## config.mk

```make
export PLATFORM = sky130hd
export DESIGN_NAME = usr_bidir_shifter
export DESIGN_NICKNAME = d
export VERILOG_FILES = /design/src/rtl/usr_pkg.sv /design/src/rtl/usr_mode_decode.sv /design/src/rtl/usr_stage_array.sv /design/src/rtl/usr_port_drive.sv /design/src/rtl/usr_bidir_shifter.sv
export SDC_FILE = /design/constraint.sdc
export NUM_CORES = 1
export LEC_CHECK = 0
export ABC_AREA = 1
export BUFFER_PORTS_ARGS = -buffer_cell sky130_fd_sc_hd__buf_2
export CAP_MARGIN = 20
export CORE_AREA = 2 2 44 42
export CTS_CLUSTER_SIZE = 16
export DETAILED_ROUTE_END_ITERATION = 10
export DIE_AREA = 0 0 46 44
export GPL_TIMING_DRIVEN = 0
export HOLD_SLACK_MARGIN = 0.08
export PLACE_DENSITY = 0.77
export SLEW_MARGIN = 20
export SYNTH_ARGS = -nofsm -noshare
export SYNTH_HDL_FRONTEND = slang
export SYNTH_SLANG_ARGS = --single-unit
```

## constraint.sdc

```tcl
create_clock -name clk -period 1.66 [get_ports clk]
set_input_delay 0.166 -clock clk [delete_from_list [all_inputs] [get_ports clk]]
set_output_delay 0.166 -clock clk [all_outputs]
set_load 0.02 [all_outputs]
```

## src/rtl/usr_pkg.sv

```systemverilog
package usr_pkg;
  typedef enum logic [1:0] {
    MODE_HOLD = 2'b00,
    MODE_SHR  = 2'b01,
    MODE_SHL  = 2'b10,
    MODE_LOAD = 2'b11
  } usr_mode_e;
endpackage

```

## src/rtl/usr_mode_decode.sv

```systemverilog
module usr_mode_decode
  import usr_pkg::*;
(
  input  logic [1:0] mode_sel,
  output usr_mode_e  mode,
  output logic       is_load,
  output logic       is_shr,
  output logic       is_shl
);
  always_comb begin
    mode    = usr_mode_e'(mode_sel);
    is_load = 1'b0;
    is_shr  = 1'b0;
    is_shl  = 1'b0;
    unique case (mode)
      MODE_LOAD: is_load = 1'b1;
      MODE_SHR:  is_shr  = 1'b1;
      MODE_SHL:  is_shl  = 1'b1;
      default:   ;
    endcase
  end
endmodule

```

## src/rtl/usr_stage_array.sv

```systemverilog
module usr_stage_array #(
  parameter int WIDTH = 8
) (
  input  logic             clk,
  input  logic             rst_n,
  input  logic             is_load,
  input  logic             is_shr,
  input  logic             is_shl,
  input  logic             ser_r,
  input  logic             ser_l,
  input  logic [WIDTH-1:0] par_in,
  output logic [WIDTH-1:0] q
);
  localparam int MSB = WIDTH - 1;

  logic [WIDTH-1:0] nxt;

  for (genvar i = 0; i < WIDTH; i++) begin : g_stage
    logic from_low;
    logic from_high;
    if (i == 0) begin : g_low_end
      assign from_low = ser_r;
    end else begin : g_low_mid
      assign from_low = q[i-1];
    end
    if (i == MSB) begin : g_high_end
      assign from_high = ser_l;
    end else begin : g_high_mid
      assign from_high = q[i+1];
    end
    always_comb begin
      if (is_load)     nxt[i] = par_in[i];
      else if (is_shr) nxt[i] = from_low;
      else if (is_shl) nxt[i] = from_high;
      else             nxt[i] = q[i];
    end
  end

  always_ff @(posedge clk or negedge rst_n) begin
    if (!rst_n) q <= '0;
    else        q <= nxt;
  end

  // R1 load capture
  a_r1_load_capture: assert property (@(posedge clk) disable iff (!rst_n)
    is_load |=> q == $past(par_in));
  // R3 shift toward H
  a_r3_shift_up: assert property (@(posedge clk) disable iff (!rst_n)
    is_shr |=> (q[0] == $past(ser_r)) && (q[MSB:1] == $past(q[MSB-1:0])));
  // R4 shift toward A
  a_r4_shift_down: assert property (@(posedge clk) disable iff (!rst_n)
    is_shl |=> (q[MSB] == $past(ser_l)) && (q[MSB-1:0] == $past(q[MSB:1])));
  // R5 hold
  a_r5_hold: assert property (@(posedge clk) disable iff (!rst_n)
    (!is_load && !is_shr && !is_shl) |=> $stable(q));
  // R7 reset keeps register clear
  a_r7_reset_clear: assert property (@(posedge clk)
    !rst_n |-> q == '0);
endmodule

```

## src/rtl/usr_port_drive.sv

```systemverilog
module usr_port_drive #(
  parameter int WIDTH = 8
) (
  input  logic [WIDTH-1:0] q,
  input  logic             oe_a_n,
  input  logic             oe_b_n,
  input  logic             is_load,
  output logic [WIDTH-1:0] port_out,
  output logic [WIDTH-1:0] port_oe
);
  logic drive_en;
  assign drive_en = !oe_a_n && !oe_b_n && !is_load;

  for (genvar i = 0; i < WIDTH; i++) begin : g_pad
    assign port_out[i] = q[i];
    assign port_oe[i]  = drive_en;
  end

  // R6 either enable high turns the port off
  always_comb begin
    if (oe_a_n || oe_b_n)
      a_r6_port_off: assert (port_oe == '0);
  end
endmodule

```

## src/rtl/usr_bidir_shifter.sv

```systemverilog
module usr_bidir_shifter
  import usr_pkg::*;
#(
  parameter int WIDTH = 8
) (
  input  logic             clk,
  input  logic             rst_n,
  input  logic [1:0]       mode_sel,
  input  logic             oe_a_n,
  input  logic             oe_b_n,
  input  logic             ser_in_right,
  input  logic             ser_in_left,
  input  logic [WIDTH-1:0] port_in,
  output logic [WIDTH-1:0] port_out,
  output logic [WIDTH-1:0] port_oe,
  output logic             tap_first,
  output logic             tap_last
);
  localparam int MSB = WIDTH - 1;

  usr_mode_e        mode;
  logic             is_load, is_shr, is_shl;
  logic [WIDTH-1:0] q;

  usr_mode_decode u_dec (
    .mode_sel (mode_sel),
    .mode     (mode),
    .is_load  (is_load),
    .is_shr   (is_shr),
    .is_shl   (is_shl)
  );

  usr_stage_array #(.WIDTH(WIDTH)) u_stages (
    .clk     (clk),
    .rst_n   (rst_n),
    .is_load (is_load),
    .is_shr  (is_shr),
    .is_shl  (is_shl),
    .ser_r   (ser_in_right),
    .ser_l   (ser_in_left),
    .par_in  (port_in),
    .q       (q)
  );

  usr_port_drive #(.WIDTH(WIDTH)) u_port (
    .q        (q),
    .oe_a_n   (oe_a_n),
    .oe_b_n   (oe_b_n),
    .is_load  (is_load),
    .port_out (port_out),
    .port_oe  (port_oe)
  );

  assign tap_first = q[0];
  assign tap_last  = q[MSB];

  // R2 load mode keeps the port off whatever the enables
  a_r2_load_port_off: assert property (@(posedge clk) disable iff (!rst_n)
    (mode_sel == 2'b11) |-> (port_oe == '0));
  // R9 enabled port shows the taps' stages
  a_r9_port_matches_taps: assert property (@(posedge clk) disable iff (!rst_n)
    (port_oe[0] == 1'b1) |-> (port_out[0] == tap_first) && (port_out[MSB] == tap_last));
  // R10 port word is ignored outside load mode
  a_r10_port_ignored: assert property (@(posedge clk) disable iff (!rst_n)
    (mode_sel == 2'b00) |=> $stable(tap_first) && $stable(tap_last));
endmodule

```

==> impl_metrics.csv <==
group,metric,value,unit
run_status,status,"complete, no violations",
die,fp.dieH,44,um
placement,globalplace.congestion,0.8051,
yosys,synth.area.top_cells,"dfrtp_1 (34%), nand3_1 (21%), nand2_1 (21%)",
sta,final_max_slew_viol_count,0,
global_route,grtUsageMet3,1.250,%
layout,final_cells,135,
hold_path,holdPathStages,5,
yosys,ys_seq_elements,8,
critical_path,r2r_start,"u_stages.q[5]$_DFFE_PN0P_",
layout,largest_register_ffs,8,
critical_path,r2r_cells,4,
cts,cts.sinks,8,
sta,fmax,0.8664,GHz
critical_path,crit_path_start_kind,"primary input",
cts,cts-root-buf,"clkbuf_4",
route,drc_errors,0,
sta,worst_slew_pin_slew,224.7,ps
yosys,synthesis.nets,100,
pwr,p_leak,0.4829,nW
critical_path,crit_required,1490,ps
cts,cts_tree,"built",
pwr,p_comb_share,37.3,%
die,io_pins,34,
placement,port_buffers,31,
die,rows,14,
layout,layout.nets,137,
pwr,internal_power,0.4053,mW
yosys,synth_top_area_share,34.26,%
global_route,grt_pass1_vias,540,
hold_path,hp-class,"primary input to register",
sta,period_minus_slack,1154,ps
sta,timing.setup.tns,0,ps
pwr,p_switching,0.2346,mW
layout,reg_top3,"u_stages.q (8)",
yosys,yosysWarnings,0,
yosys,yosysSeqAreaShare,34.26,%
route,drtPass1Iterations,4,
route,routedWlPerCell,10.90,um
yosys,synth.avg_cell_area,6.956,um2
placement,dp.final_hpwl,1088,um
critical_path,startpoint,"mode_sel[0]",
sta,rsz0062_at_grt,"no",
layout,fill_cells,157,
cts,cts.clk_slew.worst_paths,50,ps
global_route,grt_use_total,15.69,%
sta,slew_headroom,84.98,%
cts,cts_buffer_depth,2,
yosys,synth.largest_area_cell,"dfrtp_1",
yosys,syn_inst,84,
route,ant_nets,0,
cts,h-tree-depth,1,
pwr,switching_share,36.66,%
cts,ctsResizeCount,0,
layout,drive_above_1_share,42.86,%
placement,place_inst,131,
critical_path,crit_path_max_fanout,9,
route,drt_iter0_markers,23,
die,start_util,37.06,%
global_route,busiest_layer,"met2",
layout,syn_to_final_growth,35.55,%
route,wirelength,1471,um
global_route,grt_overflow,0,
yosys,synth_area,584.3,um2
die,die_w,46,um
route,vias,665,
critical_path,path_class,"primary input to output port",
hold_path,hp-start,"ser_in_left",
yosys,yosysUniqueCellTypes,10,
critical_path,endpoint_kind,"output port",
layout,n_antenna_cell,0,
cts,clock_latency,250,ps
pwr,seqPwrFrac,39.9,%
global_route,grt_max_degree,11,
pwr,power_frac_clock,22.8,%
sta,finalClockSkew,2.143,ps
die,core_area,1577,um2
job,cap_viol_max_count,0,
route,routed_via_density,4.926,
pwr,vdd_ir_drop_max,0.0005537,V
die,die_area,2024,um2
sta,hold_viol_final,0,
global_route,grt_pass1_wl,2283,um
global_route,antenna_found_initial,0,
global_route,grt_use_met2,24.17,%
critical_path,crit_arrival,990,ps
cts,numCtsBuffers,3,
sta,period_share,69.53,%
layout,regMostFlops,"u_stages.q",
global_route,grt_use_met1,19.85,%
pwr,powerDensity,808.0,nW/um2
sta,setup_viol,0,
cells in the final DEF (no fill, tap or decap):
| master | instances |
|---|---|
| nand2_1 | 32 |
| buf_2 | 31 |
| nand3_1 | 24 |
| buf_4 | 10 |
| dfrtp_1 | 8 |
| buf_6 | 3 |
| inv_2 | 3 |
| clkbuf_4 | 3 |
| nor2_4 | 1 |
| nor2_1 | 1 |
| o21ai_0 | 1 |
| inv_1 | 1 |
| dlygate4sd3_1 | 1 |
area by class of cell:
class                   count  area (um2)  share of cell area (%)
multi-input cells          59       260.3                   32.86
flip-flops and latches      8       200.2                   25.28
clock buffers               3       22.52                   2.844
repair buffers             32       165.2                   20.85
inverters                   4       15.01                   1.896
plain buffers              13       108.9                   13.74
well taps                  16       20.02                   2.528
kinds of logic after synthesis:
logic type	count (synthesis)	synth area share (%)
buf+inv	17	21.20
compound gates	1	0.8557
simple gates	58	43.68
flops	8	34.26
per-stage QoR:
step	power (mW)	utilization [%]	hold WS [ps]	setup slack [ps]	area (um2)
floorplan	0.4133	-	-129.6	705.4	584.3
finish	0.6399	50.24	237.6	505.8	792.0
detailed placement	0.4953	48.17	21.73	499.5	759.5
CTS	0.6459	50.24	236.6	500.1	792.0
global placement	0.4918	48.17	16.57	524.4	759.5
global route	0.6804	50.24	258.7	391.4	792.0
worst paths after layout:
check / to / slack (ps)
min in group asynchronous: u_stages.q[4]$_DFFE_PN0P_ / 280
worst min register to register: u_stages.q[0]$_DFFE_PN0P_ / 530
worst max-delay path: port_oe[5] / 510
max in group asynchronous: u_stages.q[0]$_DFFE_PN0P_ / 1210
worst min-delay path: u_stages.q[7]$_DFFE_PN0P_ / 240
worst max register to register: u_stages.q[4]$_DFFE_PN0P_ / 870
what timing repair did:
action / CTS / global route
hold buffers: 1 / 0
hold endpoints to repair: 8 / 0
buffers inserted: 0 / 0
worst max-delay path, cell delays in order:
cell and delay (ps):
buf_6 120, inv_2 140, o21ai_0 90, inv_1 170
buf_4 140, buf_2 150
cells in the mapped netlist:
cell type,count
o21ai_0,1
inv_2,3
nand3_1,24
buf_4,10
inv_1,1
nor2_1,1
buf_6,3
dfrtp_1,8
nand2_1,32
nor2_4,1
metal layers:
layer,routed length (um),share of wire (%),vias to the layer above
met5,0,0,-
met1,625,42,302
met4,41,2.8,0
met2,702,48,26
li1,-,-,333
met3,101,6.9,4
power groups by stage:
stage	sequential [mW]	clock (mW)	combinational [mW]
detailed placement	0.257	0	0.238
finish	0.256	0.146	0.238
global placement	0.256	0	0.236
CTS	0.255	0.151	0.241
floorplan	0.289	0	0.125
global route	0.260	0.159	0.261
No activity file was read; power rests on OpenSTA's default activity.
